## src/rtl/dbi_pkg.sv

```systemverilog
package dbi_pkg;
  localparam int DBI_LANE_W_DEF = 16;
  localparam int DBI_LANES_DEF  = 4;
endpackage

```

## src/rtl/dbi_lane_enc.sv

```systemverilog
module dbi_lane_enc #(
  parameter int LW = 16
) (
  input  logic [LW-1:0] cand,
  input  logic [LW-1:0] held,
  output logic          inv,
  output logic [LW-1:0] drive
);
  localparam int CW   = $clog2(LW + 1);
  localparam int HALF = LW / 2;

  logic [LW-1:0] diff;
  logic [CW-1:0] toggles;

  always_comb begin
    diff    = cand ^ held;
    toggles = '0;
    for (int i = 0; i < LW; i++) toggles = toggles + CW'(diff[i]);
    inv   = (toggles > CW'(HALF));
    drive = inv ? ~cand : cand;
  end
endmodule

```

## src/rtl/dbi_lane_dec.sv

```systemverilog
module dbi_lane_dec #(
  parameter int LW = 16
) (
  input  logic [LW-1:0] wire_in,
  input  logic          flag,
  output logic [LW-1:0] data_out
);
  always_comb data_out = wire_in ^ {LW{flag}};
endmodule

```

## src/rtl/dbi_codec.sv

```systemverilog
module dbi_codec
  import dbi_pkg::*;
#(
  parameter int LANE_W = DBI_LANE_W_DEF,
  parameter int LANES  = DBI_LANES_DEF,
  localparam int DW    = LANE_W * LANES,
  localparam int HALF  = LANE_W / 2
) (
  input  logic          clk,
  input  logic          rst,
  input  logic          tx_vld,
  input  logic [DW-1:0] tx_data,
  output logic [DW-1:0] tx_wire,
  output logic [LANES-1:0] tx_inv,
  output logic          tx_wire_vld,
  input  logic [DW-1:0] rx_wire,
  input  logic [LANES-1:0] rx_inv,
  output logic [DW-1:0] rx_data
);
  logic [DW-1:0]    wire_q, wire_nxt;
  logic [LANES-1:0] inv_q, inv_nxt;
  logic             vld_q;

  for (genvar g = 0; g < LANES; g++) begin : g_lane
    dbi_lane_enc #(.LW(LANE_W)) u_enc (
      .cand (tx_data[g*LANE_W +: LANE_W]),
      .held (wire_q[g*LANE_W +: LANE_W]),
      .inv  (inv_nxt[g]),
      .drive(wire_nxt[g*LANE_W +: LANE_W])
    );
    dbi_lane_dec #(.LW(LANE_W)) u_dec (
      .wire_in (rx_wire[g*LANE_W +: LANE_W]),
      .flag    (rx_inv[g]),
      .data_out(rx_data[g*LANE_W +: LANE_W])
    );

    // Inversion above half, true at or below half
    assert_invert_R2: assert property (@(posedge clk) disable iff (rst)
      tx_wire_vld && ($countones($past(tx_data[g*LANE_W +: LANE_W]) ^
                                 $past(tx_wire[g*LANE_W +: LANE_W])) > HALF)
      |-> tx_inv[g]);
    assert_tie_true_R3: assert property (@(posedge clk) disable iff (rst)
      tx_wire_vld && ($countones($past(tx_data[g*LANE_W +: LANE_W]) ^
                                 $past(tx_wire[g*LANE_W +: LANE_W])) <= HALF)
      |-> !tx_inv[g]);
    assert_toggle_limit_R9: assert property (@(posedge clk) disable iff (rst)
      tx_wire_vld |-> ($countones(tx_wire[g*LANE_W +: LANE_W] ^
                                  $past(tx_wire[g*LANE_W +: LANE_W])) <= HALF));
    assert_flag_meaning_R4: assert property (@(posedge clk) disable iff (rst)
      tx_wire_vld |-> ((tx_wire[g*LANE_W +: LANE_W] ^ {LANE_W{tx_inv[g]}}) ==
                       $past(tx_data[g*LANE_W +: LANE_W])));
  end

  always_ff @(posedge clk) begin
    if (rst) begin
      wire_q <= '0;
      inv_q  <= '0;
      vld_q  <= 1'b0;
    end else begin
      vld_q <= tx_vld;
      if (tx_vld) begin
        wire_q <= wire_nxt;
        inv_q  <= inv_nxt;
      end
    end
  end

  assign tx_wire     = wire_q;
  assign tx_inv      = inv_q;
  assign tx_wire_vld = vld_q;

  assert_idle_hold_R6: assert property (@(posedge clk) disable iff (rst)
    !tx_vld |=> ($stable(tx_wire) && $stable(tx_inv) && !tx_wire_vld));
  assert_latency_R7: assert property (@(posedge clk) disable iff (rst)
    tx_vld |=> tx_wire_vld);
endmodule

```

## config.mk

```make
export PLATFORM = sky130hd
export DESIGN_NAME = dbi_codec
export DESIGN_NICKNAME = d
export VERILOG_FILES = /design/src/rtl/dbi_pkg.sv /design/src/rtl/dbi_lane_enc.sv /design/src/rtl/dbi_lane_dec.sv /design/src/rtl/dbi_codec.sv
export SDC_FILE = /design/constraint.sdc
export NUM_CORES = 1
export LEC_CHECK = 0
export ABC_CLOCK_PERIOD_IN_PS = 7200
export BUFFER_PORTS_ARGS = -buffer_cell sky130_fd_sc_hd__buf_2
export CAP_MARGIN = 20
export CORE_MARGIN = 4
export CORE_UTILIZATION = 49
export DETAILED_ROUTE_END_ITERATION = 10
export PLACE_DENSITY = 0.91
export SLEW_MARGIN = 20
export SYNTH_ARGS = -nofsm -noshare
export SYNTH_HDL_FRONTEND = slang
export SYNTH_SLANG_ARGS = --single-unit
```

## constraint.sdc

```tcl
create_clock -name clk -period 7.2 [get_ports clk]
set_clock_uncertainty 0.2 [all_clocks]
set_input_delay 0 -clock clk [delete_from_list [all_inputs] [get_ports clk]]
set_output_delay 0 -clock clk [all_outputs]
set_load 0.02 [all_outputs]
```

==> results.yml, run 1 <==
drt:
  via_per_inst: 5.36
  drt.antenna.violating_nets: 0
  dr.pass1.iters: 5
  wl_per_cell_um: 17.1
  drtIter0Drc: 296
  detailroute.via_count: 5688
  wl_um: 18100
  drc: 0
logic_synthesis:
  synth_top_area_frac: 0.231
  syn-num-nets: 809
  synth_cell_types: 43
  ys_ff_latch: 69
  synth.top_cells.by_area: "dfxtp_1 23%, xor2_1 16%, fa_1 13%, xnor2_1 7.0%, a311oi_2 6.5%"
  yosys.area.top_type: "dfxtp_1"
  synth_area_per_cell_um2: 9.76
  synth_edf_count: 0
  synth.cell_area_um2: 5990
  yosys_warnings: 0
  postSynthCellCount: 614
  synth-seq-area-share: 0.231
  synthFlopType: "dfxtp_1"
  synthArstFlopShare: 0
global_routing:
  grt_pass1_vias: 5795
  grt_overflow: 0
  track_usage: 0.253
  antenna_found_initial: 0
  grt_first_pass_wirelength_um: 29200
  grt_max_degree: 70
timing:
  hold_slack_ps: 79.5
  final.min_clock_period_ps: 5930
  hold_viol: 0
  maxSlewViolCount: 0
  fin_crit_sh: 0.823
  maxSlewHeadroom: 0.309
  totalNegativeSetupSlack_ps: 0
  grt_setup_unrepaired: "no"
  setup_violations: 0
  worst_pin_slew_ps: 1040
  max_freq_mhz: 169
clock_network:
  clockRootBuffer: "clkbuf_16"
  cts_setup_buffers: 0
  numClockSinks: 69
  h-tree-depth: 3
  clockBufferDepth: 2
  cts_made_buffers: 9
  clkTransAtPathRegs_ps: 60
  cts_tree: "yes"
  insertion_delay_ps: 330
final_layout:
  nets: 1107
  syn_to_final_growth_pct: 37.4
  drive_above_1_share: 0.372
  diodes: 0
  utilization: 0.685
place:
  port_buffers: 267
  place_congestion: 0.805
  dp_hpwl_um: 11800
floorplan:
  initial_utilization: 0.499
  ioPinCount: 268
  die_w_um: 119
  dieArea_um2: 14100
  rows: 40
  core_um2: 12000
  die_h_um: 119
critical_path:
  worstPathRequired_ps: 7230
  arrival_ps: 5960
  critPathKind: "flop to flop"
  cp-end-kind: "flop"
  crit_path_start_kind: "flop"
  crit_fanout: 33
flow_run:
  maxCapViolCount: 0
status:
  run_status: "complete, no violations"
min_path:
  min_path_type: "primary input to output port"
sequential cells by signal, indices dropped and copies added (netlist names):
name	flops
tx_wire	64
tx_inv	4
tx_wire_vld	1
path summary, 6_finish.rpt:
kind | from | end | slack [ps] | depth (start not counted)
hold / removal | rx_wire[39] | rx_data[39] | 80 | 3
setup reg to reg | tx_wire[16] | tx_wire[30] | 1270 | 14
setup / recovery | tx_wire[16] | tx_wire[30] | 1270 | 14
hold reg to reg | tx_inv[2] | tx_inv[2] | 290 | 2
cell families after synthesis:
kind of cell               share of synthesized area
and+or+nand+nor                                0.126
buffers and inverters                         0.0603
muxes                                        0.00334
xor gates and xnor gates                       0.234
adders and majority gates                      0.175
DFF                                            0.231
AOI/OAI and AO/OA                              0.170
cell type report:
| cell class | instances | area [um2] |
|---|---|---|
| Tap cell | 147 | 184 |
| Inverter | 31 | 116 |
| Clock buffer | 12 | 256 |
| Fill cell | 807 | 3780 |
| Timing Repair Buffer | 334 | 2000 |
| Clock inverter | 2 | 10.0 |
| Sequential cell | 69 | 1380 |
| Multi-Input combinational cell | 467 | 4280 |
timing repair:
action,in CTS,in global routing
hold buffers,64,0
resized for setup,0,0
endpoints found under the hold margin,64,0
stage by stage:
step           instances  area (um2)  setup WS [ps]
3_3_place_gp         984        7310           1290
2_1_floorplan        614        5990           1860
4_1_cts             1062        8220           1080
5_1_grt             1062        8230            982
6_report            1062        8230           1270
3_5_place_dp         984        7310           1110
routing by layer:
layer / vias up / global-route usage / part of all wire
met1: 2722 / 0.294 / 0.38
li1: 2675 / - / -
met5: - / 0 / 0
met4: 0 / 0.0862 / 0.025
met3: 40 / 0.0536 / 0.061
met2: 251 / 0.459 / 0.53
cell usage in the layout, fill, tap and decap left out, types with 3 or more instances in the layout:
cell type	n
a211oi_1	14
a211oi_2	18
a311oi_1	6
a311oi_2	26
buf_2	265
buf_4	5
clkbuf_16	9
dfxtp_1	69
dlygate4sd3_1	64
fa_1	40
ha_1	20
inv_1	31
nand2_1	6
nand4b_1	6
nor2_1	67
nor2b_1	4
o21ai_0	29
o21ai_1	3
or3_1	32
xnor2_1	48
xor2_1	112
cells in the mapped netlist, types with 3 or more instances:
library cell and instances:
a311oi_1 6, xnor2_1 48, ha_1 20, buf_2 4
nand2_1 6, a311oi_2 26, inv_1 31, a211oi_1 14
nor2_1 67, buf_4 4, nor2b_1 4, a211oi_2 18
dfxtp_1 69, fa_1 40, clkbuf_1 32, or3_1 32
o21ai_0 29, nand4b_1 6, o21ai_1 3, xor2_1 112
buf_6 5
worst max-delay path, cell delays in order, from the launching register on:
cell	delay, ps
dfxtp_1	330
xor2_1	170
ha_1	320
fa_1	510
fa_1	520
fa_1	550
inv_1	60
fa_1	500
fa_1	480
fa_1	520
nand3_1	80
a21o_1	190
a21oi_2	810
o21ai_0	250
a311oi_2	350
Power of run 1 is left out: the tool's default activity adds up to more than one toggle a clock period on the data nets, which glitch-free logic cannot reach.
==> run 2: changes to the inputs <==
--- a/config.mk
+++ b/config.mk
@@ -5,13 +5,13 @@
 export SDC_FILE = /design/constraint.sdc
 export NUM_CORES = 1
 export LEC_CHECK = 0
-export ABC_CLOCK_PERIOD_IN_PS = 7200
+export ABC_CLOCK_PERIOD_IN_PS = 4900
 export BUFFER_PORTS_ARGS = -buffer_cell sky130_fd_sc_hd__buf_2
 export CAP_MARGIN = 20
 export CORE_MARGIN = 4
-export CORE_UTILIZATION = 49
+export CORE_UTILIZATION = 44
 export DETAILED_ROUTE_END_ITERATION = 10
-export PLACE_DENSITY = 0.91
+export PLACE_DENSITY = 0.86
 export SLEW_MARGIN = 20
 export SYNTH_ARGS = -nofsm -noshare
 export SYNTH_HDL_FRONTEND = slang
==> constraint.sdc (replaced) <==
create_clock -name clk -period 4.9 [get_ports clk]
set_clock_uncertainty 0.2 [all_clocks]
set_input_delay 0 -clock clk [delete_from_list [all_inputs] [get_ports clk]]
set_output_delay 0 -clock clk [all_outputs]
set_load 0.02 [all_outputs]
==> results.yml, run 2 (synthesized netlist as in run 1, its figures left out) <==
status:
  run_status: "finished with violations"
  violations: "setup timing"
clock_network:
  clkTransAtPathRegs_ps: 60
  insertion_delay_ps: 340
  numClockSinks: 69
  cts_made_buffers: 9
  clockBufferDepth: 2
  cts_tree: "yes"
  clockRootBuffer: "clkbuf_16"
  h-tree-depth: 3
timing:
  hold_viol: 0
  hold_slack_ps: 79.6
  fin_crit_sh: 1.07
  worst_pin_slew_ps: 1090
  setup_violations: 68
  max_freq_mhz: 190
  maxSlewHeadroom: 0.277
  worst_slack_ps: -351
  final.min_clock_period_ps: 5250
  grt_setup_unrepaired: "yes"
  maxSlewViolCount: 0
  totalNegativeSetupSlack_ps: -12880
floorplan:
  core_um2: 13300
  dieArea_um2: 15500
  ioPinCount: 268
  initial_utilization: 0.451
  die_h_um: 125
  die_w_um: 125
  rows: 42
final_layout:
  finalInstanceArea_um2: 9240
  diodes: 0
  syn_to_final_growth_pct: 54.2
  final_common_cell: "buf_2"
  largest_reg_flops: 64
  drive_above_1_share: 0.475
  nets: 1153
  layout_common_cells: "266 x buf_2, 111 x xor2_1, 67 x nor2_1"
  final.fill_count: 872
global_routing:
  grt_overflow: 0
  grt_pass1_vias: 6484
  grt_max_degree: 76
  grt_first_pass_wirelength_um: 33000
  antenna_found_initial: 0
  track_usage: 0.257
place:
  dp_slack_ps: -329
  place_congestion: 0.821
  port_buffers: 267
  placed_cell_area_um2: 7700
  dp_hpwl_um: 12400
drt:
  drt.antenna.violating_nets: 0
  drtIter0Drc: 449
  dr.pass1.iters: 5
  wl_um: 21600
  drc: 0
  detailroute.via_count: 6180
  wl_per_cell_um: 18.9
  via_per_inst: 5.43
critical_path:
  critPathMaxStageDelay_ps: 520
  worstPathRequired_ps: 4930
  arrival_ps: 5280
  critPathKind: "flop to flop"
  cp-end-kind: "flop"
  crit_path_frequent_cell: "fa_1"
  crit_chain: "xor2_1 -> ha_1 -> fa_1 -> fa_1 -> fa_1 -> inv_1 -> fa_1 -> fa_2 -> fa_2 -> and3b_2 -> nand2_2 -> a21oi_4 -> buf_4 -> or3_1 -> a311oi_1"
  crit_path_start_kind: "flop"
  crit_fanout: 6
  slowest_stage: "fa_1"
flow_run:
  maxCapViolCount: 0
min_path:
  min_path_type: "primary input to output port"
-- run 2: cell count changes in the layout (fill, tap and decap cells not counted), sizes merged --
| cell | delta |
|---|---|
| bufbuf | +1 |
| buf | +41 |
| clkbuf | +1 |
| clkinv | +1 |
| nand3 | +2 |
| clkinvlp | +1 |
| inv | +1 |
-- run 2: worst paths after layout --
check	end	start	slack, ps	depth (start not counted)
setup / recovery	tx_wire[18]	tx_wire[17]	-350	15
hold / removal	rx_data[35]	rx_wire[35]	80	3
setup reg to reg	tx_wire[18]	tx_wire[17]	-350	15
hold reg to reg	tx_wire[58]	tx_wire[58]	310	2
-- run 2: timing repair --
item | CTS | global route
buffers inserted | 11 | 3
hold buffers | 64 | 0
pin swaps | 29 | 25
gates resized for setup | 36 | 54
hold endpoints to repair | 64 | 0
gates cloned | 4 | 5
endpoints found under the setup margin | 67 | 68
-- run 2: cell type report --
| cell class | count | area [um2] | area share |
|---|---|---|---|
| clock buffer | 11 | 254 | 0.0275 |
| clock inverter | 5 | 32.5 | 0.00352 |
| multi-input combinational | 469 | 4730 | 0.512 |
| inverter | 31 | 116 | 0.0126 |
| tap | 176 | 220 | 0.0238 |
| timing repair buffer | 378 | 2480 | 0.269 |
| sequential | 69 | 1400 | 0.152 |
-- run 2: per-layer routing --
metal,vias up,wire length [um],GRT usage
met5,-,0,0
met4,0,701,0.0961
met3,70,1340,0.0570
met2,301,11500,0.456
met1,3017,8040,0.303
li1,2792,-,-
-- run 2: per-stage QoR --
step	std cells	utilization
CTS	1132	0.680
global route	1139	0.695
finish	1139	0.695
detailed placement	1037	0.579
global placement	1037	0.579
floorplan	614	-
-- run 2: critical path: cells and delay by family (launching register included) --
family / cells / cell delay, ps
AO/OA/AOI/OAI: 2 / 440
XOR/XNOR: 1 / 160
adder cells (fa/ha/maj): 7 / 3080
buffers and inverters: 2 / 230
flip-flops: 1 / 340
AND/OR/NAND/NOR: 3 / 660
Power of run 2 is left out for the same reason.
